## config.mk

```make
export PLATFORM = sky130hd
export DESIGN_NAME = mmu_regif
export DESIGN_NICKNAME = d
export VERILOG_FILES = /design/src/rtl/mmu_regif_pkg.sv /design/src/rtl/mmu_tag_search.sv /design/src/rtl/mmu_regif_ctrl.sv /design/src/rtl/mmu_regif_dp.sv /design/src/rtl/mmu_regif.sv
export SDC_FILE = /design/constraint.sdc
export NUM_CORES = 2
export LEC_CHECK = 0
export BUFFER_PORTS_ARGS = -buffer_cell sky130_fd_sc_hd__buf_2
export CORE_MARGIN = 3
export CORE_UTILIZATION = 45
export DETAILED_ROUTE_END_ITERATION = 12
export SYNTH_ARGS = -nofsm -noshare
export SYNTH_HDL_FRONTEND = slang
export SYNTH_SLANG_ARGS = --single-unit
```

## constraint.sdc

```tcl
create_clock -name clk -period 4.6 [get_ports clk]
set_input_delay 1.38 -clock clk [delete_from_list [all_inputs] [get_ports clk]]
set_output_delay 1.38 -clock clk [all_outputs]
set_load 0.01 [all_outputs]
```

## src/rtl/mmu_regif_pkg.sv

```systemverilog
package mmu_regif_pkg;

  localparam int WORD_W    = 32;
  localparam int TID_W     = 8;
  localparam int PAGE_LSB  = 10;
  localparam int VALID_BIT = 6;
  localparam int SIZE_LSB  = 7;
  localparam int SIZE_W    = 3;
  localparam int MISS_BIT  = 31;

  typedef enum logic [2:0] {
    RA_INDEX  = 3'd0,
    RA_DATA   = 3'd1,
    RA_TAG    = 3'd2,
    RA_PID    = 3'd3,
    RA_ZONE   = 3'd4,
    RA_SEARCH = 3'd5
  } regAddrE;

  typedef struct packed {
    logic wrIndex;
    logic wrData;
    logic wrTag;
    logic wrPid;
    logic wrZone;
    logic wrSearch;
    logic rdIndex;
    logic rdData;
    logic rdTag;
    logic rdPid;
    logic rdZone;
    logic rdDeny;
  } strobeT;

endpackage

```

## src/rtl/mmu_tag_search.sv

```systemverilog
module mmu_tag_search
  import mmu_regif_pkg::*;
#(
  parameter int NUM_ENTRIES = 16,
  parameter int IDX_W       = $clog2(NUM_ENTRIES)
) (
  input  logic [NUM_ENTRIES-1:0][WORD_W-1:0] tagVec,
  input  logic [NUM_ENTRIES-1:0][TID_W-1:0]  tidVec,
  input  logic [TID_W-1:0]                   pidLow,
  input  logic [WORD_W-1:0]                  key,
  output logic                               hit,
  output logic [IDX_W-1:0]                   hitIdx
);

  logic [NUM_ENTRIES-1:0] match;

  // Compare mask for a size code: bits at and above the page boundary.
  function automatic logic [WORD_W-1:0] pageMask(input logic [SIZE_W-1:0] sizeCode);
    logic [WORD_W-1:0] m;
    for (int b = 0; b < WORD_W; b++) begin
      m[b] = (b >= PAGE_LSB + 2 * int'(sizeCode));
    end
    return m;
  endfunction

  for (genvar g = 0; g < NUM_ENTRIES; g++) begin : gEntry
    logic [SIZE_W-1:0] sizeCode;
    logic              pageEq;
    logic              idOk;
    assign sizeCode = tagVec[g][SIZE_LSB +: SIZE_W];
    assign pageEq   = ((key ^ tagVec[g]) & pageMask(sizeCode)) == '0;
    assign idOk     = (tidVec[g] == '0) || (tidVec[g] == pidLow);
    assign match[g] = tagVec[g][VALID_BIT] && pageEq && idOk;
  end

  always_comb begin
    hit    = |match;
    hitIdx = '0;
    for (int i = NUM_ENTRIES - 1; i >= 0; i--) begin
      if (match[i]) hitIdx = IDX_W'(i);
    end
  end

  // a reported hit always points at a valid entry
  always_comb begin
    if (hit) begin
      a_r5_hit_is_valid: assert (tagVec[hitIdx][VALID_BIT]);
    end
  end

endmodule

```

## src/rtl/mmu_regif_ctrl.sv

```systemverilog
module mmu_regif_ctrl
  import mmu_regif_pkg::*;
(
  input  logic       clk,
  input  logic       rstN,
  input  logic [1:0] cfgMode,
  input  logic [1:0] cfgLevel,
  input  logic       wrEn,
  input  logic       rdEn,
  input  logic [2:0] regAddr,
  output strobeT     strb
);

  logic unitOn;
  logic privWr;
  logic rdOk;
  logic doWr;
  logic doRd;

  assign unitOn = (cfgMode >= 2'd2) && (cfgLevel != 2'd0);
  assign privWr = cfgLevel[1];
  assign rdOk   = cfgLevel[0];
  assign doWr   = wrEn && unitOn;
  assign doRd   = rdEn && !wrEn;

  always_comb begin
    strb = '0;
    if (doWr) begin
      case (regAddr)
        RA_INDEX:  strb.wrIndex  = 1'b1;
        RA_DATA:   strb.wrData   = 1'b1;
        RA_TAG:    strb.wrTag    = 1'b1;
        RA_PID:    strb.wrPid    = privWr;
        RA_ZONE:   strb.wrZone   = privWr;
        RA_SEARCH: strb.wrSearch = privWr;
        default:   ;
      endcase
    end
    if (doRd) begin
      if (!unitOn) begin
        strb.rdDeny = 1'b1;
      end else begin
        case (regAddr)
          RA_INDEX: strb.rdIndex = 1'b1;
          RA_DATA:  begin strb.rdData = rdOk; strb.rdDeny = !rdOk; end
          RA_TAG:   begin strb.rdTag  = rdOk; strb.rdDeny = !rdOk; end
          RA_PID:   begin strb.rdPid  = rdOk; strb.rdDeny = !rdOk; end
          RA_ZONE:  begin strb.rdZone = rdOk; strb.rdDeny = !rdOk; end
          default:  strb.rdDeny = 1'b1;
        endcase
      end
    end
  end

  // a read request alongside a write produces no read strobe
  a_r11_write_wins: assert property (@(posedge clk) disable iff (!rstN)
    (wrEn && rdEn) |-> !(strb.rdIndex || strb.rdData || strb.rdTag ||
                         strb.rdPid || strb.rdZone || strb.rdDeny));

  // privileged writes never strobe below level 2
  a_r9_priv_gate: assert property (@(posedge clk) disable iff (!rstN)
    (wrEn && !cfgLevel[1]) |-> !(strb.wrPid || strb.wrZone || strb.wrSearch));

  // nothing is written when the unit is switched off
  a_r7_off_no_write: assert property (@(posedge clk) disable iff (!rstN)
    ((cfgMode < 2'd2) || (cfgLevel == 2'd0)) |-> !(strb.wrIndex || strb.wrData || strb.wrTag));

  a_r2_one_strobe: assert property (@(posedge clk) disable iff (!rstN)
    $onehot0(strb));

endmodule

```

## src/rtl/mmu_regif_dp.sv

```systemverilog
module mmu_regif_dp
  import mmu_regif_pkg::*;
#(
  parameter int NUM_ENTRIES = 16,
  parameter int IDX_W       = $clog2(NUM_ENTRIES)
) (
  input  logic              clk,
  input  logic              rstN,
  input  strobeT            strb,
  input  logic [WORD_W-1:0] wrData,
  output logic [WORD_W-1:0] rdData,
  output logic              flushAll,
  output logic              entryFlush,
  output logic [IDX_W-1:0]  entryFlushIdx
);

  logic [WORD_W-1:0]                  indexReg;
  logic [WORD_W-1:0]                  pidReg;
  logic [WORD_W-1:0]                  zoneReg;
  logic [NUM_ENTRIES-1:0][WORD_W-1:0] tagArr;
  logic [NUM_ENTRIES-1:0][WORD_W-1:0] dataArr;
  logic [NUM_ENTRIES-1:0][TID_W-1:0]  tidArr;
  logic [WORD_W-1:0]                  rdReg;
  logic                               flushAllQ;
  logic                               entryFlushQ;
  logic [IDX_W-1:0]                   entryFlushIdxQ;

  logic [IDX_W-1:0] sel;
  logic             searchHit;
  logic [IDX_W-1:0] searchIdx;

  assign sel = indexReg[IDX_W-1:0];

  mmu_tag_search #(
    .NUM_ENTRIES(NUM_ENTRIES),
    .IDX_W      (IDX_W)
  ) i_search (
    .tagVec(tagArr),
    .tidVec(tidArr),
    .pidLow(pidReg[TID_W-1:0]),
    .key   (wrData),
    .hit   (searchHit),
    .hitIdx(searchIdx)
  );

  always_ff @(posedge clk) begin
    if (!rstN) begin
      indexReg       <= '0;
      pidReg         <= '0;
      zoneReg        <= '0;
      tagArr         <= '0;
      dataArr        <= '0;
      tidArr         <= '0;
      rdReg          <= '0;
      flushAllQ      <= 1'b0;
      entryFlushQ    <= 1'b0;
      entryFlushIdxQ <= '0;
    end else begin
      flushAllQ   <= strb.wrZone && (wrData != zoneReg);
      entryFlushQ <= strb.wrTag;
      if (strb.wrTag) entryFlushIdxQ <= sel;

      if (strb.wrIndex) indexReg <= wrData;
      if (strb.wrSearch) begin
        if (searchHit) indexReg <= WORD_W'(searchIdx);
        else           indexReg[MISS_BIT] <= 1'b1;
      end

      if (strb.wrData) dataArr[sel] <= wrData;
      if (strb.wrTag) begin
        tagArr[sel] <= wrData;
        tidArr[sel] <= pidReg[TID_W-1:0];
      end

      if (strb.wrPid && (wrData != pidReg)) pidReg <= wrData;
      if (strb.rdTag) pidReg <= WORD_W'(tidArr[sel]);
      if (strb.wrZone) zoneReg <= wrData;

      if (strb.rdDeny)       rdReg <= '0;
      else if (strb.rdIndex) rdReg <= indexReg;
      else if (strb.rdData)  rdReg <= dataArr[sel];
      else if (strb.rdTag)   rdReg <= tagArr[sel];
      else if (strb.rdPid)   rdReg <= pidReg;
      else if (strb.rdZone)  rdReg <= zoneReg;
    end
  end

  assign rdData        = rdReg;
  assign flushAll      = flushAllQ;
  assign entryFlush    = entryFlushQ;
  assign entryFlushIdx = entryFlushIdxQ;

  a_r6_miss_flag: assert property (@(posedge clk) disable iff (!rstN)
    (strb.wrSearch && !searchHit) |=>
      (indexReg[MISS_BIT] && (indexReg[MISS_BIT-1:0] == $past(indexReg[MISS_BIT-1:0]))));

  a_r5_hit_index: assert property (@(posedge clk) disable iff (!rstN)
    (strb.wrSearch && searchHit) |=> (indexReg == WORD_W'($past(searchIdx))));

  a_r3_entry_flush: assert property (@(posedge clk) disable iff (!rstN)
    strb.wrTag |=> (entryFlush && (entryFlushIdx == $past(sel))));

  a_r4_pid_load: assert property (@(posedge clk) disable iff (!rstN)
    strb.rdTag |=> (pidReg == WORD_W'($past(tidArr[sel]))));

  a_r10_flush_cause: assert property (@(posedge clk) disable iff (!rstN)
    flushAll |-> $past(strb.wrZone));

  a_r7_deny_zero: assert property (@(posedge clk) disable iff (!rstN)
    strb.rdDeny |=> (rdData == '0));

endmodule

```

## src/rtl/mmu_regif.sv

```systemverilog
module mmu_regif
  import mmu_regif_pkg::*;
#(
  parameter int NUM_ENTRIES = 16,
  parameter int IDX_W       = $clog2(NUM_ENTRIES)
) (
  input  logic              clk,
  input  logic              rstN,
  input  logic [1:0]        cfgMode,
  input  logic [1:0]        cfgLevel,
  input  logic              wrEn,
  input  logic              rdEn,
  input  logic [2:0]        regAddr,
  input  logic [WORD_W-1:0] wrData,
  output logic [WORD_W-1:0] rdData,
  output logic              flushAll,
  output logic              entryFlush,
  output logic [IDX_W-1:0]  entryFlushIdx
);

  strobeT strb;

  mmu_regif_ctrl i_ctrl (
    .clk     (clk),
    .rstN    (rstN),
    .cfgMode (cfgMode),
    .cfgLevel(cfgLevel),
    .wrEn    (wrEn),
    .rdEn    (rdEn),
    .regAddr (regAddr),
    .strb    (strb)
  );

  mmu_regif_dp #(
    .NUM_ENTRIES(NUM_ENTRIES),
    .IDX_W      (IDX_W)
  ) i_dp (
    .clk          (clk),
    .rstN         (rstN),
    .strb         (strb),
    .wrData       (wrData),
    .rdData       (rdData),
    .flushAll     (flushAll),
    .entryFlush   (entryFlush),
    .entryFlushIdx(entryFlushIdx)
  );

endmodule

```

==> reports/qor_table.md <==
| Result | Reported |
|:---|:---|
| Detailed router's first-iteration violation count | 7,670 |
| Area fraction of the dominant cell type after synthesis | 0.376 |
| Power share of the combinational group | 0.060 |
| Delay of the slowest cell on the worst path | 530 ps |
| Pin count of the biggest net entering global routing | 129 |
| Total I/O pin count | 81 |
| Post-synthesis instance area | 68,500 µm² |
| Overall routing resource usage | 0.345 |
| Number of non-filler instances in the completed layout | 10,390 |
| Cells along the critical path | ha_1 -> nor2b_1 -> nand4_1 -> ha_1 -> a21o_1 -> nand3_1 -> nand3_1 -> a2111o_1 -> a211o_1 -> a2111oi_0 -> o41ai_1 -> buf_4 -> o21ai_1 |
| Post-synth top flop | dfxtp_1 |
| Arr. time, crit path | 4820 ps |
| Number of antenna violations at the first check in global routing | 11 |
| Via count of the first global-routing pass | 58,715 |
| Number of distinct standard cells referenced by the synthesized netlist | 95 |
| Pwr dens | 322 nW/µm² |
| Area overhead of the layout relative to synthesis | 13.5% |
| Full die area | 157,000 µm² |
| Worst Hold End | i_dp.dataArr[154] |
| Total iterations of the first detailed-routing run | 6 |
| Startpoint of the lowest-slack register-to-register path | i_dp.tagArr[168] |
| Fraction of registers with async set/reset | 0 |
| Outcome | complete, no violations |
| Hold Crit Start | i_dp.dataArr[154] |
| Setup total negative slack | 0 ps |
| Multi-input gate area in the final layout | 39,500 µm² |
| Max-Slew Margin vs Limit | 0.192 |
| Clk root buf | clkbuf_16 |
| Transition time at the pin with the least slew margin | 1210 ps |
| Grt met3 use | 0.0599 |
| Avg Cell Area, Syn | 8.17 µm² |
| Cell count along the critical path | 13 |
| Met2 Usage GRT | 0.541 |
| Final setup fails | 0 |
| Number of warnings issued by yosys | 0 |
| Row Count | 142 |
| Maximum fanout count along the critical path | 11 |
| Critical-path cell with the highest stage delay | dfxtp_1 |
| Average routed wire per standard cell | 26.8 µm |
| # hold bufs at CTS | 0 |
| Met1 routing resource usage after global routing | 0.444 |
| Type of the tightest min-delay check | reg2reg |
| Count of filler cells inserted in the layout | 14,230 |
| Dominant cell by count in the synthesized netlist | nand2_1 |
| CTS H-Tree Depth | 4 |
| First-pass GRT wire length | 406,000 µm |
| Required time of the critical path | 5360 ps |
| Startpoint class of the critical path | register |
| Portion of total power attributed to the clock network | 0.493 |
| Leakage | 25.6 nW |
| Internal Pwr Total | 18.7 mW |
| Effective utilization at floorplan | 0.455 |
| Clock latency of the later-clocked register in the worst-skew pair | 820 ps |
| Reg-to-reg endpoint | i_dp.indexReg[0] |
| Count of input and output buffers | 79 |
| CTS clk-pin slew, worst paths | 60 ps |
| RSZ-0062 raised after global routing | no |
| Clock net sink count | 1,286 |
| # Max-Cap Violations | 0 |
| Aggregate routed wire length | 278,000 µm |
| Die Span Y | 396 µm |
| Maximum buffer depth of the clock tree | 3 |
| Synth area leaders | dfxtp_1, nand2_1, mux4_2 |
| Kind of capture point of the worst setup path | register |
| FF+latch count, synth | 1,286 |
| Kind of cell with the highest combined delay on the critical path | compound AO/OA/AOI/OAI gates |
| Final global-route overflow total | 0 |
| Gp weighted congestion | 0.993 |
| Count of buffer and inverter cells on the critical path | 1 |
| Sequential share of power | 0.447 |
| Net load switching power | 6.34 mW |
| Proportion of synthesized chip area in sequential cells | 0.376 |
| Time the final worst path needs with I/O delays and setup | 4070 ps |
| Detailed placer's ending HPWL | 197,000 µm |
| Routing layer with the top usage in global route | met2 |
| Total nets after synthesis | 8,491 |
| Layout cell share with drive strength beyond 1 | 0.143 |
| Worst hold slack | 452 ps |
| Reg2Reg Setup Slack | 530 ps |
| Number of gates resized after CTS | 0 |
| Worst Reg2Reg Path Length in Cells | 13 |
| Class of the most critical setup path | reg2reg |
| Total count of max-transition violations in the final report | 0 |
| Switching power as a share of total power | 0.253 |
| Number of standard cells after synthesis | 8,382 |
| DRC errors left | 0 |
| Worst Hold Depth | 2 |
| Worst vdd rail ir drop | 0.399 mV |
| Leading post-synthesis cells by instance count | nand2_1, a21oi_1, dfxtp_1 |
| Floorplan core area | 150,000 µm² |
| Vias per cell | 6.05 |
| Hold Vio Cnt, Final | 0 |
| Buffer count from post-CTS setup fixing | 0 |
| Largest clock skew in the final design | 52.0 ps |
| Die width | 396 µm |
| Count of flip-flops with a built-in enable after synthesis | 0 |
| Total via count in the routed design | 62,842 |
| Share of the clock period used by the worst path | 0.884 |
| Highest clock frequency the design can meet | 246 MHz |
| Post-route antenna net violation count | 0 |
| Storage element area | 25,800 µm² |
| Clock tree from TritonCTS | built |
| Dominant cell type by area after synthesis | dfxtp_1 |
| Post-Place Cells | 10,121 |
| Total clock buffers created by CTS | 148 |
| Total power | 25.0 mW |
| Number of nets in the finished design | 8,364 |
[flip-flops by register name, summed over array words and instances, names as in the netlist]
signal and count:
i_dp.dataArr 512, i_dp.entryFlush 1, i_dp.entryFlushIdx 4, i_dp.flushAll 1, i_dp.indexReg 32, i_dp.pidReg 32, i_dp.rdData 32, i_dp.tagArr 512
i_dp.tidArr 128, i_dp.zoneReg 32
[worst min-delay path: stages, from the launching register on]
cell	delay, ps
dfxtp_1	300
nand2_1	50
a21oi_1	50
[area by class of cell]
class,instances,area share
multi-input combinational,6234,0.508
sequential,1286,0.331
timing repair buffer,516,0.0595
clock buffer,207,0.0542
tap,2016,0.0324
clock inverter,59,0.0112
inverter,69,0.00343
antenna,3,0.0000965
[metrics by stage]
stage	area, µm²	utilization	worst slack (ps)
after floorplan	68500	-	871
after global placement	72700	0.483	62.9
after detailed placement	72700	0.483	16.8
after CTS	77800	0.517	553
after global routing	77800	0.517	191
final	77800	0.517	533
[per-layer routing]
metal	vias up	part of all wire	routed length (µm)
met1	30706	0.39	108000
met2	3058	0.45	125000
li1	28340	-	-
met5	-	0.00045	126
met4	12	0.075	20700
met3	726	0.088	24500
[power by group through the flow]
stage | clock, mW | sequential (mW) | combinational, mW
2_1_floorplan | 0 | 11.4 | 0.858
3_3_place_gp | 0 | 11.4 | 1.46
3_5_place_dp | 0 | 11.4 | 1.46
4_1_cts | 12.5 | 11.2 | 1.47
5_1_grt | 12.9 | 11.2 | 1.56
6_report | 12.3 | 11.2 | 1.51
[worst max-delay path by stage]
stage / end / slack [ps] / startpoint
final: i_dp.indexReg[0] / 530 / i_dp.tagArr[168]
after global routing: i_dp.indexReg[0] / 190 / i_dp.tagArr[168]
after CTS: i_dp.indexReg[0] / 550 / i_dp.tagArr[168]
after detailed placement: i_dp.indexReg[2] / 20 / wrData[0]
after global placement: i_dp.indexReg[0] / 60 / wrData[23]
after floorplan: i_dp.indexReg[31] / 870 / wrData[30]
[cell families after synthesis]
logic type,after synthesis,synth area share
DFF,1286,0.376
AOI/OAI and AO/OA,1817,0.148
xor gates and xnor gates,709,0.0906
and+or+nand+nor,3214,0.194
adders and majority gates,68,0.0123
buffers and inverters,862,0.0519
muxes,426,0.128
[cell usage in the layout (no fill, tap or decap), types with 76 or more instances in the layout]
master,synthesis,routed
a211oi_1,91,91
a21oi_1,1340,1340
buf_12,0,76
buf_2,164,78
buf_4,17,362
clkbuf_16,0,148
dfxtp_1,1286,1274
mux4_2,360,360
nand2_1,2561,2560
nor2_1,193,166
nor4_1,79,77
o21ai_0,107,105
xnor2_1,420,420
xor2_1,289,289
(Power assumes the default switching activity.)
